<file path="src/rtl/msense_pkg.sv">
package msense_pkg;
  localparam int unsigned NUM_LINES = 3;
  localparam int unsigned CODE_W    = 11;
  localparam int unsigned LN_A      = 0;
  localparam int unsigned LN_B      = 1;
  localparam int unsigned LN_C      = 2;

  typedef enum logic [2:0] {
    ST_IDLE = 3'd0,
    ST_HIGH = 3'd1,
    ST_REL  = 3'd2,
    ST_LOWA = 3'd3,
    ST_LOWB = 3'd4,
    ST_LOWC = 3'd5,
    ST_DONE = 3'd6
  } msense_state_e;
endpackage

</file>
<file path="src/rtl/msense_sync.sv">
module msense_sync #(
  parameter int unsigned WIDTH  = 3,
  parameter int unsigned STAGES = 2
) (
  input  logic             clk,
  input  logic             rst_n,
  input  logic [WIDTH-1:0] async_i,
  output logic [WIDTH-1:0] sync_o
);
  for (genvar g = 0; g < WIDTH; g++) begin : g_bit
    logic [STAGES-1:0] chain_q;
    logic [STAGES-1:0] chain_d;

    always_comb begin
      chain_d = {chain_q[STAGES-2:0], async_i[g]};
    end

    always_ff @(posedge clk or negedge rst_n) begin
      if (!rst_n) chain_q <= '0;
      else        chain_q <= chain_d;
    end

    assign sync_o[g] = chain_q[STAGES-1];
  end
endmodule

</file>
<file path="src/rtl/msense_timer.sv">
module msense_timer #(
  parameter int unsigned SHORT_CYC = 200,
  parameter int unsigned LONG_CYC  = 2000
) (
  input  logic clk,
  input  logic rst_n,
  input  logic restart_i,
  input  logic run_i,
  input  logic sel_short_i,
  output logic expire_o
);
  localparam int unsigned MAX_CYC = (SHORT_CYC > LONG_CYC) ? SHORT_CYC : LONG_CYC;
  localparam int unsigned CNT_W   = $clog2(MAX_CYC + 1);
  localparam logic [CNT_W-1:0] SHORT_LAST = CNT_W'(SHORT_CYC - 1);
  localparam logic [CNT_W-1:0] LONG_LAST  = CNT_W'(LONG_CYC - 1);

  logic [CNT_W-1:0] cnt_q;
  logic [CNT_W-1:0] cnt_d;
  logic             cnt_en;
  logic [CNT_W-1:0] last;

  always_comb begin
    last   = sel_short_i ? SHORT_LAST : LONG_LAST;
    cnt_en = restart_i | run_i;
    cnt_d  = restart_i ? '0 : cnt_q + 1'b1;
  end

  always_ff @(posedge clk or negedge rst_n) begin
    if (!rst_n)      cnt_q <= '0;
    else if (cnt_en) cnt_q <= cnt_d;
  end

  assign expire_o = run_i & (cnt_q == last);
endmodule

</file>
<file path="src/rtl/msense_fsm.sv">
module msense_fsm
  import msense_pkg::*;
(
  input  logic                 clk,
  input  logic                 rst_n,
  input  logic                 start_i,
  input  logic                 expire_i,
  input  logic [NUM_LINES-1:0] lines_i,
  output logic                 run_o,
  output logic                 restart_o,
  output logic                 sel_short_o,
  output logic                 busy_o,
  output logic [NUM_LINES-1:0] drv_en_o,
  output logic [NUM_LINES-1:0] drv_val_o,
  output logic                 done_o,
  output logic [CODE_W-1:0]    code_o
);
  msense_state_e     state_q, state_d;
  logic [CODE_W-1:0] code_q, code_d;
  logic              code_en;
  logic              accept;

  always_comb begin
    accept  = start_i & ((state_q == ST_IDLE) | (state_q == ST_DONE));
    state_d = state_q;
    code_d  = code_q;
    code_en = 1'b0;
    unique case (state_q)
      ST_IDLE: if (accept) state_d = ST_HIGH;
      ST_HIGH: if (expire_i) state_d = ST_REL;
      ST_REL: if (expire_i) begin
        state_d    = ST_LOWA;
        code_en    = 1'b1;
        code_d[10] = lines_i[LN_A];
        code_d[9]  = lines_i[LN_B];
        code_d[8]  = lines_i[LN_C];
      end
      ST_LOWA: if (expire_i) begin
        state_d   = ST_LOWB;
        code_en   = 1'b1;
        code_d[5] = lines_i[LN_B];
        code_d[4] = lines_i[LN_C];
      end
      ST_LOWB: if (expire_i) begin
        state_d   = ST_LOWC;
        code_en   = 1'b1;
        code_d[3] = lines_i[LN_A];
        code_d[2] = lines_i[LN_C];
      end
      ST_LOWC: if (expire_i) begin
        state_d   = ST_DONE;
        code_en   = 1'b1;
        code_d[1] = lines_i[LN_A];
        code_d[0] = lines_i[LN_B];
      end
      ST_DONE: state_d = accept ? ST_HIGH : ST_IDLE;
      default: state_d = ST_IDLE;
    endcase
    code_d[7:6] = 2'b00;
  end

  always_ff @(posedge clk or negedge rst_n) begin
    if (!rst_n) state_q <= ST_IDLE;
    else        state_q <= state_d;
  end

  always_ff @(posedge clk or negedge rst_n) begin
    if (!rst_n)       code_q <= '0;
    else if (code_en) code_q <= code_d;
  end

  always_comb begin
    drv_en_o  = '0;
    drv_val_o = '0;
    unique case (state_q)
      ST_HIGH: begin drv_en_o = '1; drv_val_o = '1; end
      ST_LOWA: drv_en_o[LN_A] = 1'b1;
      ST_LOWB: drv_en_o[LN_B] = 1'b1;
      ST_LOWC: drv_en_o[LN_C] = 1'b1;
      default: ;
    endcase
  end

  assign busy_o      = (state_q != ST_IDLE) & (state_q != ST_DONE);
  assign run_o       = busy_o;
  assign restart_o   = accept | expire_i;
  assign sel_short_o = (state_q == ST_HIGH);
  assign done_o      = (state_q == ST_DONE);
  assign code_o      = code_q;
endmodule

</file>
<file path="src/rtl/msense_seq.sv">
module msense_seq
  import msense_pkg::*;
#(
  parameter int unsigned SHORT_CYC   = 200,
  parameter int unsigned LONG_CYC    = 2000,
  parameter int unsigned SYNC_STAGES = 2
) (
  input  logic                 clk,
  input  logic                 rst_n,
  input  logic                 start_i,
  input  logic [NUM_LINES-1:0] line_i,
  output logic [NUM_LINES-1:0] drv_en_o,
  output logic [NUM_LINES-1:0] drv_val_o,
  output logic                 done_o,
  output logic [CODE_W-1:0]    code_o
);
  logic [NUM_LINES-1:0] line_sync;
  logic                 run, restart, sel_short, expire, busy;

  msense_sync #(.WIDTH(NUM_LINES), .STAGES(SYNC_STAGES)) u_sync (
    .clk     (clk),
    .rst_n   (rst_n),
    .async_i (line_i),
    .sync_o  (line_sync)
  );

  msense_timer #(.SHORT_CYC(SHORT_CYC), .LONG_CYC(LONG_CYC)) u_timer (
    .clk         (clk),
    .rst_n       (rst_n),
    .restart_i   (restart),
    .run_i       (run),
    .sel_short_i (sel_short),
    .expire_o    (expire)
  );

  msense_fsm u_fsm (
    .clk         (clk),
    .rst_n       (rst_n),
    .start_i     (start_i),
    .expire_i    (expire),
    .lines_i     (line_sync),
    .run_o       (run),
    .restart_o   (restart),
    .sel_short_o (sel_short),
    .busy_o      (busy),
    .drv_en_o    (drv_en_o),
    .drv_val_o   (drv_val_o),
    .done_o      (done_o),
    .code_o      (code_o)
  );
endmodule

</file>
<file path="config.mk">
export PLATFORM = sky130hd
export DESIGN_NAME = msense_seq
export DESIGN_NICKNAME = d
export VERILOG_FILES = /design/src/rtl/msense_pkg.sv /design/src/rtl/msense_sync.sv /design/src/rtl/msense_timer.sv /design/src/rtl/msense_fsm.sv /design/src/rtl/msense_seq.sv
export SDC_FILE = /design/constraint.sdc
export NUM_CORES = 1
export LEC_CHECK = 0
export BUFFER_PORTS_ARGS = -buffer_cell sky130_fd_sc_hd__buf_2
export CELL_PAD_IN_SITES_DETAIL_PLACEMENT = 1
export CELL_PAD_IN_SITES_GLOBAL_PLACEMENT = 1
export CORE_ASPECT_RATIO = 1.2
export CORE_MARGIN = 5
export CORE_UTILIZATION = 40
export CTS_BUF_LIST = sky130_fd_sc_hd__clkbuf_8
export DETAILED_ROUTE_END_ITERATION = 16
export HOLD_SLACK_MARGIN = 0.1
export PLACE_DENSITY = 0.84
export SETUP_SLACK_MARGIN = 0.3
export SLEW_MARGIN = 10
export SYNTH_ARGS = -nofsm -noshare
export SYNTH_HDL_FRONTEND = slang
export SYNTH_SLANG_ARGS = --single-unit
</file>
<file path="constraint.sdc">
create_clock -name clk -period 4.1 [get_ports clk]
set_clock_uncertainty 0.2 [all_clocks]
set_input_delay 0.205 -clock clk [delete_from_list [all_inputs] [get_ports clk]]
set_output_delay 0.205 -clock clk [all_outputs]
set_load 0.01 [all_outputs]
</file>
# [Yosys cells after proc, flatten, opt, wreduce, memory -nomap -nowiden]
# Index checks and enable logic that the tools add are counted.
[word_totals] input_bits=6 reg_bits=29 out_inout_bits=18
[classes] n_addsub=1 bitwise_logic=6 n_eq_ne=14 reduce_logical=11 mux=16
[ops] cell="$mux 11" n=2
[ops] cell="$mux 3" n=7
[ops] cell="$pmux 3 s7" n=1
[ops] cell="$ne 2x1->1 const B" n=6
[ops] cell="$reduce_and 3->1" n=4
[ops] cell="$add 11x1->11 const B" n=1
[ops] cell="$eq 11x11->1" n=1
[ops] cell="$eq 3x3->1 const B" n=3
[ops] cell="$eq 3x2->1 const B" n=2
[ops] cell="$mux 1" n=6
[ops] cell="$reduce_and 6->1" n=1
[ops] cell="$reduce_or 2->1" n=3
[ops] cell="$reduce_or 4->1" n=1
[ops] cell="$and 1x1->1" n=3
[ops] cell="$eq 3x1->1 const B" n=1
[ops] cell="$logic_not 3->1" n=1
[ops] cell="$ne 3x3->1 const B" n=1
[ops] cell="$or 1x1->1" n=3
[ops] cell="$reduce_bool 3->1" n=1

# [Depth between registers and ports, before layout]
# Gate-level depths: netlist (run 1).
[logic_depth] depth_word=7 ltp_mapped=6 ltp_nobuf=5

# [Modules after synthesis]
# A second synthesis (run 1) with hierarchy kept.
[hier_totals] cells_unflattened=133 area_unflattened_um2=1440.1
[by_module_without_submodules] module="msense_fsm" instances=1 area_per_inst_um2=638.1 cells_per_inst=59
[by_module_without_submodules] module="msense_timer" instances=1 area_per_inst_um2=629.4 cells_per_inst=65
[by_module_without_submodules] module="msense_sync" instances=1 area_per_inst_um2=172.7 cells_per_inst=9

# [Least setup slack after synthesis (run 1)]
# OpenSTA, ideal clock, no wires.
[synth_path] path_type="flip-flop to flip-flop" start="register u_timer.cnt_q[8]" end="register u_fsm.code_q[4], in the netlist u_fsm.code_o[4]" slack_ns=1.900 required_ns=3.772 arrival_time_ns=1.872 setup_ns=0.128 synth_period_minus_slack_ns=2.200 path_stages_with_launch=5 path_cell_list="dfrtp_1 -> or4_4 -> mux2_4 -> nor4_4 -> mux2_1"
[synth_between] elab_chain_len=5
[synth_rtl] item="from (decl)" line_no="msense_timer.sv:17" rtl="logic [CNT_W-1:0] cnt_q;"
[synth_rtl] item="from (signal assigned)" line_no="msense_timer.sv:30" rtl="else if (cnt_en) cnt_q <= cnt_d;"
[synth_rtl] item="$eq 11x11->1 *" line_no="msense_timer.sv:33" rtl="assign expire_o = run_i & (cnt_q == last);"
[synth_rtl] item="$and 1x1->1 *" line_no="msense_timer.sv:33"
[synth_rtl] item="$mux 1 (2 in series)"
[synth_rtl] item="$reduce_and 3->1 (no source line) *"
[synth_rtl] item="to (signal assigned)" line_no="msense_fsm.sv:69" rtl="else if (code_en) code_q <= code_d;"
[synth_rtl] item="to (decl)" line_no="msense_fsm.sv:19" rtl="logic [CODE_W-1:0] code_q, code_d;"
# Mark *: on every way between the ends. The rest lies on a longest branch, timed or not.
# A chain may end at the register's enable or synchronous reset.

# [Final worst setup path (run 1)]
[layout_path] start="register u_timer.cnt_q[0]" end="register u_fsm.code_q[5], in the netlist u_fsm.code_o[5]"
# Same word-level chain as after synthesis.

==> results of run 1 <==
[per-layer routing]
layer	track usage, %	vias up	part of all wire [%]
met3	4.720	4	4.2
li1	-	514	-
met2	25.79	22	53
met5	0	-	0
met1	17.41	546	41
met4	5.074	0	1.3
[registers in the layout (all words and copies together) (netlist names)]
register	cells
u_fsm.code_o	9
u_fsm.state_q	3
u_sync.g_bit.chain_q	6
u_timer.cnt_q	11
[area by class of cell]
cell class | count | area [sq um]
inverter | 1 | 3.754
sequential | 29 | 725.7
fill | 391 | 1903
tap | 39 | 48.80
multi-input combinational | 93 | 660.6
clock buffer | 6 | 82.58
clock inverter | 1 | 3.754
timing repair buffer | 25 | 145.1
[worst max-delay path, cell delays in order (launching register included)]
cell and delay, ns:
dfrtp_1 0.41, ha_1 0.25, nand4_1 0.22, or3_1 0.52
nor4_4 0.33, mux2_1 0.36
[stage by stage]
step	std cells	utilization, %	power (uW)
final	194	46.74	720.6
after global routing	194	46.74	770.4
after CTS	194	46.74	734.9
after detailed placement	183	43.21	495.8
after global placement	183	43.21	485.1
after floorplan	132	-	450.9
[cell usage in the layout (no fill, tap or decap), types with 2 or more instances in the layout]
master	n
a21oi_1	8
and2_1	2
and3_1	3
buf_2	21
clkbuf_8	6
conb_1	2
dfrtp_1	29
dlygate4sd3_1	4
inv_1	2
mux2_1	2
mux2_2	7
mux2i_1	2
nand2_1	8
nand3_1	5
nand4_1	2
nor2_1	9
nor3_1	2
o21ai_0	8
o31ai_1	6
or3_1	4
or4_1	3
xnor2_1	2
xor2_1	2
[cell families after synthesis]
group	synth area share [%]
and+or+nand+nor	19.66
DFF	50.00
AOI/OAI and AO/OA	11.55
muxes	9.396
buffers and inverters	4.740
xor gates and xnor gates	3.535
adders and majority gates	0.8619
other	0.2584
[worst min-delay path by stage]
| stage | start | endpoint | slack (ns) | depth (start not counted) |
|---|---|---|---|---|
| 2_1_floorplan | rst_n | u_fsm.code_o[0]$_DFFE_PN0P_ | -0.29 | 0 |
| 3_3_place_gp | rst_n | u_timer.cnt_q[4]$_DFFE_PN0P_ | 0.05 | 1 |
| 3_5_place_dp | rst_n | u_timer.cnt_q[6]$_DFFE_PN0P_ | 0.07 | 1 |
| 4_1_cts | start_i | u_timer.cnt_q[1]$_DFFE_PN0P_ | 0.14 | 3 |
| 5_1_grt | start_i | u_timer.cnt_q[1]$_DFFE_PN0P_ | 0.16 | 3 |
| 6_report | start_i | u_timer.cnt_q[1]$_DFFE_PN0P_ | 0.14 | 3 |
[where the power goes]
part	internal [uW]	total, uW	leakage, uW	switching (uW)
clock	130	229	0.0000485	99.0
combinational	55.0	126	0.000340	71.0
sequential	320	365	0.000373	45.3
total	505	721	0.000762	215
==> reports/qor.txt, run 1 <==
Initial antenna violation count: 0
DRC Markers: 0
CP Class: reg2reg
Register area share after synthesis: 50.00%
Syn_area_per_cell: 11.08 sq um
Yosys warns: 0
Num CTS Buffers: 5
Synth area leaders: dfrtp_1 (50%), mux2_2 (5.4%), buf_4 (3.1%), o31ai_1 (3.1%), a21oi_1 (2.8%)
First-pass GRT wire length: 5.796 mm
Total clock sinks: 29
Hold_buf cts: 4
Placed wire-length estimate: 2.384 mm
Worst EP arrival: 2.38 ns
PostCTS Resize Cnt: 0
Area leader, netlist: dfrtp_1
Worst-Skew Late Latency: 0.28 ns
Starting density of the core: 40.62%
CTS tree: built
Max Cap Viol: 0
Final WL: 3.222 mm
Critical Path Fanout Max: 6
Crit Reg-Reg Startpoint: u_timer.cnt_q[0]$_DFFE_PN0P_
Layout cells sized above 1: 27.74%
Via count: 1086
#FFs+latches synth: 29
Boundary Pins: 24
Top cells by count, synth: dfrtp_1 (29), nor2_1 (9), a21oi_1 (8), nand2_1 (8), o21ai_0 (8)
Crit path to: u_fsm.code_o[5]$_DFFE_PN0P_
Via-to-Cell Ratio: 5.598
Design area: 1670 sq um
Nature of the critical path startpoint: flip-flop
Routed Antenna Nets: 0
Antenna diodes: 0
Final hold vios: 0
Fin nets: 162
PwrDens: 431.4 nW/um^2
Mapped cell area: 1451 sq um
Sum Neg Setup Slack: 0 ns
CTS Root Cell: clkbuf_8
Clock transition at the registers of the reported paths: 0.06 ns
Period minus WS final: 2.424 ns
P&R area growth vs syn: 15.09%
RSZ-0062 raised after global routing: false
Worst Setup SP: u_timer.cnt_q[0]$_DFFE_PN0P_
Total global-route track usage: 15.03%
H-Tree Depth: 2
Slew @ Worst Pin: 0.9516 ns
Setup-failing EPs final: 0
Normalized max-slew margin: 35.56%
Number of synthesized flops with an enable pin: 0
1st-iter DRT viols: 45
Worst Reg-to-Reg Cells: 5
FF-to-FF End: u_fsm.code_o[5]$_DFFE_PN0P_
Synth Instances: 131
Post-CTS setup repair buffer count: 0
Final Max Slew Viols: 0
Die X-Extent: 64.99 um
Most numerous cell in the Yosys netlist: dfrtp_1
Clock Path Buffers: 2
Asr flop ratio synth: 100.0%
Max VDD drop: 0.2141 mV
Grt ovf: 0
FF-to-FF setup slack: 1.68 ns
Cell variety after synth: 40
Number of global-route vias before repair: 1203
Final GP Congestion: 0.8289
Worst hold path class: in2reg
Area post-placement: 1544 sq um
Synth Flop Type: dfrtp_1
Cell Rows: 24
Drt wl/cell: 16.61 um
Core ar.: 3573 sq um
Status: completed
Worst setup EP type: flip-flop
Die footprint: 4938 sq um
Max Fclk: 0.4126 GHz
Final Cycle Share: 59.11%
Hold WS: 0.1379 ns
Drt pass-1 iters: 4
Worst path required time: 4.05 ns
Cell leakage power: 0.0007619 uW
Final worst-path setup slack: 1.676 ns
I/O Buffers: 21
Yosys top cell area share: 50.00%
Placement Setup Slack: 1.683 ns
Die H: 75.99 um
Largest net degree at the start of global routing: 30
No activity file was read; power rests on OpenSTA's default activity.
==> run 2: changes to the inputs <==
--- a/config.mk
+++ b/config.mk
@@ -5,6 +5,7 @@
 export SDC_FILE = /design/constraint.sdc
 export NUM_CORES = 1
 export LEC_CHECK = 0
+export ABC_AREA = 1
 export BUFFER_PORTS_ARGS = -buffer_cell sky130_fd_sc_hd__buf_2
 export CELL_PAD_IN_SITES_DETAIL_PLACEMENT = 1
 export CELL_PAD_IN_SITES_GLOBAL_PLACEMENT = 1
@@ -14,7 +15,7 @@
 export CTS_BUF_LIST = sky130_fd_sc_hd__clkbuf_8
 export DETAILED_ROUTE_END_ITERATION = 16
 export HOLD_SLACK_MARGIN = 0.1
-export PLACE_DENSITY = 0.84
+export PLACE_DENSITY = 0.89
 export SETUP_SLACK_MARGIN = 0.3
 export SLEW_MARGIN = 10
 export SYNTH_ARGS = -nofsm -noshare
==> constraint.sdc (replaced) <==
create_clock -name clk -period 2.11 [get_ports clk]
set_clock_uncertainty 0.2 [all_clocks]
set_input_delay 0.1055 -clock clk [delete_from_list [all_inputs] [get_ports clk]]
set_output_delay 0.1055 -clock clk [all_outputs]
set_load 0.01 [all_outputs]
==> reports/qor.txt, run 2 <==
Drt pass-1 iters: 4
Nature of the critical path startpoint: flip-flop
Die X-Extent: 69.17 um
Max VDD drop: 0.1992 mV
Slew @ Worst Pin: 0.6756 ns
PwrDens: 516.2 nW/um^2
Max stage delay cell, worst path: dfrtp_2
Largest net degree at the start of global routing: 30
Asr flop ratio synth: 100.0%
Period minus WS final: 1.758 ns
Critical Path Fanout Max: 8
Boundary Pins: 24
CP Class: reg2reg
Num CTS Buffers: 5
Most numerous cell in the Yosys netlist: nand2_1
Most frequent cells in the layout: nand2_1 (63), inv_1 (28), dfrtp_1 (25), buf_2 (21), nand3_1 (14)
Register area share after synthesis: 43.19%
Cell Rows: 25
Synth Flop Type: dfrtp_1
Initial antenna violation count: 0
Routed Antenna Nets: 0
Grt ovf: 0
Largest stage delay, worst path: 0.45 ns
Final WL: 4.703 mm
1st-iter DRT viols: 69
Final GP Congestion: 0.7881
Area leader, netlist: dfrtp_1
Setup-failing EPs final: 0
I/O Buffers: 21
First-pass GRT wire length: 7.665 mm
Core ar.: 4004 sq um
Number of global-route vias before repair: 1601
Synth Instances: 204
Max Fclk: 0.5688 GHz
Die H: 81 um
Drt wl/cell: 16.33 um
Total global-route track usage: 17.70%
Max reg flops: 11
Placed wire-length estimate: 3.344 mm
CP Buf/Inv Count: 1
Commonest non-fill, non-tap cell in the layout: nand2_1
FILL cells: 520
Top cells by count, synth: nand2_1 (63), dfrtp_1 (29), inv_1 (28)
Critical path, cell by cell: inv_2 -> nand2_1 -> nor2_4 -> nand2_2 -> nand2_8 -> nand3_4 -> nand4_1 -> nand2_1
RSZ-0062 raised after global routing: false
Most used cell, CP: nand2_1
Yosys warns: 0
Syn_area_per_cell: 8.237 sq um
Synth area leaders: dfrtp_1 (43%), nand2_1 (14%), nand4_4 (7.6%), inv_1 (6.3%), nand3_1 (4.2%)
Design area: 1999 sq um
Via count: 1465
Starting density of the core: 41.97%
Final hold vios: 0
Area post-placement: 1807 sq um
Clock transition at the registers of the reported paths: 0.07 ns
Number of synthesized flops with an enable pin: 0
Cell variety after synth: 26
Layout cells sized above 1: 26.92%
Yosys top cell area share: 43.19%
Worst path required time: 2.08 ns
DRC Markers: 0
Normalized max-slew margin: 54.96%
Hold WS: 0.1522 ns
#FFs+latches synth: 29
Final Cycle Share: 83.32%
H-Tree Depth: 2
Worst EP arrival: 1.72 ns
Worst hold path class: reg2reg
Worst-Skew Late Latency: 0.28 ns
Most flops, register: u_timer.cnt_q
Mapped cell area: 1680 sq um
Status: completed
Fin nets: 240
Worst setup EP type: flip-flop
Via-to-Cell Ratio: 5.087
Top delay family on crit path: simple AND/OR/NAND/NOR gates
Max Cap Viol: 0
P&R area growth vs syn: 18.99%
CTS tree: built
Cell leakage power: 0.001105 uW
Die footprint: 5602 sq um
CTS Root Cell: clkbuf_8
Sum Neg Setup Slack: 0 ns
Clock Path Buffers: 2
Final Max Slew Viols: 0
Antenna diodes: 0
Total clock sinks: 29
run 2: cell count changes in the layout (fill, tap and decap cells not counted), sizes merged, moves of 4 or more:
cell and change:
inv +28, o31ai -7, nor2 +6, or4 -4, nand4 +12, nand3 +10, mux2 -10, a21oi -4
nand2 +63, or3 -5
run 2: layer usage:
layer	global-route usage (%)	routed length, um
met5	0	0
met4	9.570	179
met3	4.208	143
met2	34.64	2649
met1	17.09	1730
run 2: what timing repair did:
| action | CTS | global route |
|---|---|---|
| endpoints found under the setup margin | 22 | 19 |
| hold buffers | 5 | 0 |
| pin swaps | 1 | 1 |
| hold endpoints to repair | 33 | 0 |
| buffers inserted | 0 | 2 |
| resized for setup | 4 | 7 |
run 2: final timing paths:
path	start	endpoint	slack, ns	cells past startpoint
min reg2reg	u_sync.g_bit[0].chain_q[0]$_DFF_PN0_	u_sync.g_bit[0].chain_q[1]$_DFF_PN0_	0.15	0
max in group asynchronous	rst_n	u_timer.cnt_q[0]$_DFFE_PN0P_	1.03	2
max	u_fsm.state_q[1]$_DFFE_PN0P_	u_timer.cnt_q[4]$_DFFE_PN0P_	0.35	8
min in group asynchronous	rst_n	u_fsm.state_q[1]$_DFFE_PN0P_	0.20	2
min	u_sync.g_bit[0].chain_q[0]$_DFF_PN0_	u_sync.g_bit[0].chain_q[1]$_DFF_PN0_	0.15	0
max reg2reg	u_fsm.state_q[1]$_DFFE_PN0P_	u_timer.cnt_q[4]$_DFFE_PN0P_	0.35	8
run 2: through the flow:
stage	std cells	utilization, %	power, uW	setup WS, ns
4_1_cts	286	49.00	1040	0.3186
3_5_place_dp	273	45.13	596.1	0.2164
2_1_floorplan	205	-	580.6	0.4477
3_3_place_gp	273	45.13	594.4	0.3280
6_report	288	49.94	1032	0.3519
5_1_grt	288	49.94	1070	0.2680
run 2: area by class of cell:
cell class | count | area [sq um] | share of cell area [%]
sequential | 29 | 730.7 | 36.55
clock buffer | 5 | 68.82 | 3.442
timing repair buffer | 29 | 177.7 | 8.886
inverter | 30 | 116.4 | 5.820
multi-input combinational | 138 | 824.5 | 41.24
tap | 54 | 67.56 | 3.379
clock inverter | 3 | 13.76 | 0.6884
run 2: kinds of logic (layout without fill, tap and decap cells):
| family | after synthesis | count (layout) | share of synthesized area, % |
|---|---|---|---|
| and+or+nand+nor | 118 | 118 | 39.39 |
| buffers and inverters | 38 | 67 | 10.13 |
| DFF | 29 | 29 | 43.19 |
| AOI/OAI and AO/OA | 16 | 16 | 5.808 |
| adders and majority gates | 1 | 1 | 0.7445 |
| other | 1 | 2 | 0.2232 |
| xor gates and xnor gates | 1 | 1 | 0.5213 |
run 2: power by group:
part / switching, uW / leakage [uW] / total (uW) / internal (uW)
combinational: 19.0 / 0.000707 / 28.9 / 9.88
clock: 216 / 0.0000491 / 439 / 223
sequential: 2.11 / 0.000349 / 564 / 562
total: 237 / 0.00111 / 1030 / 795
==> run 3: changes to the inputs <==
--- a/config.mk
+++ b/config.mk
@@ -5,7 +5,7 @@
 export SDC_FILE = /design/constraint.sdc
 export NUM_CORES = 1
 export LEC_CHECK = 0
-export ABC_AREA = 1
+export ABC_AREA = 0
 export BUFFER_PORTS_ARGS = -buffer_cell sky130_fd_sc_hd__buf_2
 export CELL_PAD_IN_SITES_DETAIL_PLACEMENT = 1
 export CELL_PAD_IN_SITES_GLOBAL_PLACEMENT = 1
@@ -15,7 +15,7 @@
 export CTS_BUF_LIST = sky130_fd_sc_hd__clkbuf_8
 export DETAILED_ROUTE_END_ITERATION = 16
 export HOLD_SLACK_MARGIN = 0.1
-export PLACE_DENSITY = 0.89
+export PLACE_DENSITY = 0.87
 export SETUP_SLACK_MARGIN = 0.3
 export SLEW_MARGIN = 10
 export SYNTH_ARGS = -nofsm -noshare
==> constraint.sdc (replaced) <==
create_clock -name clk -period 1.5 [get_ports clk]
set_clock_uncertainty 0.2 [all_clocks]
set_input_delay 0.075 -clock clk [delete_from_list [all_inputs] [get_ports clk]]
set_output_delay 0.075 -clock clk [all_outputs]
set_load 0.01 [all_outputs]
==> reports/qor.txt, run 3 (synthesized netlist as in run 1, its figures left out) <==
Status: finished with violations
Failing checks: setup timing
Placed insts: 219
Sum Neg Setup Slack: -13.73 ns
Crit path to: u_fsm.code_o[5]$_DFFE_PN0P_
Die footprint: 4938 sq um
Final worst-path setup slack: -0.7013 ns
Worst path required time: 1.47 ns
First-pass GRT wire length: 7.907 mm
Worst EP arrival: 2.17 ns
Routed Antenna Nets: 0
Commonest non-fill, non-tap cell in the layout: buf_4
Final non-filler cell total: 239
Clock Path Buffers: 2
Max Fclk: 0.4543 GHz
Initial antenna violation count: 0
Most frequent cells in the layout: buf_4 (28), dfrtp_1 (27), buf_2 (16), buf_6 (16), nand2_1 (7)
Largest net degree at the start of global routing: 30
Max Cap Viol: 0
Boundary Pins: 24
Final GP Congestion: 0.8084
Via-to-Cell Ratio: 5.707
Worst-Skew Late Latency: 0.30 ns
Worst setup EP type: flip-flop
RSZ-0062 raised after global routing: true
Drt wl/cell: 23.50 um
Setup-failing EPs final: 30
Final Cycle Share: 146.8%
Slew @ Worst Pin: 0.6581 ns
Max VDD drop: 0.8604 mV
Final Max Slew Viols: 0
Number of global-route vias before repair: 1575
Area post-placement: 1882 sq um
Max reg flops: 11
1st-iter DRT viols: 114
Placed wire-length estimate: 3.101 mm
Most flops, register: u_timer.cnt_q
PwrDens: 1152 nW/um^2
CTS tree: built
Grt ovf: 0
Normalized max-slew margin: 56.13%
FF-to-FF setup slack: -0.70 ns
Starting density of the core: 40.62%
FF-to-FF End: u_fsm.code_o[5]$_DFFE_PN0P_
Period minus WS final: 2.201 ns
Crit Reg-Reg Startpoint: u_timer.cnt_q[8]$_DFFE_PN0P_
Cell Rows: 24
Final WL: 5.616 mm
Drt pass-1 iters: 4
CTS Root Cell: clkbuf_8
Via count: 1364
FILL cells: 358
Worst Setup SP: u_timer.cnt_q[8]$_DFFE_PN0P_
Nature of the critical path startpoint: flip-flop
H-Tree Depth: 2
Worst Reg-to-Reg Cells: 4
Num CTS Buffers: 5
Critical Path Fanout Max: 5
Antenna diodes: 0
P&R area growth vs syn: 61.29%
Worst hold path class: in2async
Core ar.: 3573 sq um
CP Class: reg2reg
Fin nets: 206
DRC Markers: 0
Total global-route track usage: 21.25%
I/O Buffers: 21
Die H: 75.99 um
Final hold vios: 0
Clock transition at the registers of the reported paths: 0.08 ns
Total clock sinks: 29
Cell leakage power: 0.001072 uW
Design area: 2341 sq um
Die X-Extent: 64.99 um
Layout cells sized above 1: 57.00%
[run 3: worst min-delay path by stage]
stage                                         startpoint                                   end  slack, ns
detailed placement                                 rst_n          u_timer.cnt_q[6]$_DFFE_PN0P_      -0.06
finish                                             rst_n          u_timer.cnt_q[7]$_DFFE_PN0P_       0.13
CTS                                                rst_n          u_timer.cnt_q[6]$_DFFE_PN0P_       0.15
floorplan                                          rst_n           u_fsm.code_o[0]$_DFFE_PN0P_      -0.42
global route        u_sync.g_bit[2].chain_q[0]$_DFF_PN0_  u_sync.g_bit[2].chain_q[1]$_DFF_PN0_       0.17
global placement                                   rst_n          u_timer.cnt_q[6]$_DFFE_PN0P_      -0.09
[run 3: cell type report]
class	count	area, sq um	share of cell area, %
repair buffers	69	595.6	25.44
multi-input cells	93	840.8	35.92
clock buffers	6	82.58	3.528
well taps	39	48.80	2.084
inverters	1	11.26	0.4810
clock inverters	2	33.78	1.443
flip-flops and latches	29	728.2	31.11
[run 3: where the power goes]
group | internal, uW | total, uW | switching [uW]
Sequential | 874 | 934 | 59.3
Combinational | 433 | 905 | 472
Clock | 534 | 859 | 325
[run 3: per-stage QoR]
| step | setup slack [ns] | util (%) | hold WS [ns] | total power, uW |
|---|---|---|---|---|
| 3_3_place_gp | -0.5806 | 52.66 | -0.08630 | 1543 |
| 6_report | -0.7013 | 65.51 | 0.1301 | 2697 |
| 2_1_floorplan | -0.6211 | - | -0.4206 | 1268 |
| 5_1_grt | -0.7339 | 65.51 | 0.1672 | 2823 |
| 4_1_cts | -0.6523 | 61.45 | 0.1477 | 2598 |
| 3_5_place_dp | -0.6415 | 52.66 | -0.05545 | 1590 |
[run 3: layer usage]
layer,wire [um],GRT usage [%],vias up
met4,119,9.302,0
li1,-,-,605
met5,0,0,-
met1,2246,22.10,712
met3,202,6.047,13
met2,3048,38.59,34
[run 3: worst max-delay path, stage by stage (launching register included)]
cell and delay, ns:
dfrtp_1 0.39, or4_4 0.55, mux2_4 0.33, nor4_4 0.23
mux2_1 0.37
[run 3: repair_timing]
item | 4_1_cts | 5_1_grt
resized for setup | 34 | 26
hold buffers | 5 | 0
setup buffers | 4 | 3
endpoints found under the hold margin | 33 | 0
pin swaps | 4 | 5
endpoints found under the setup margin | 30 | 30
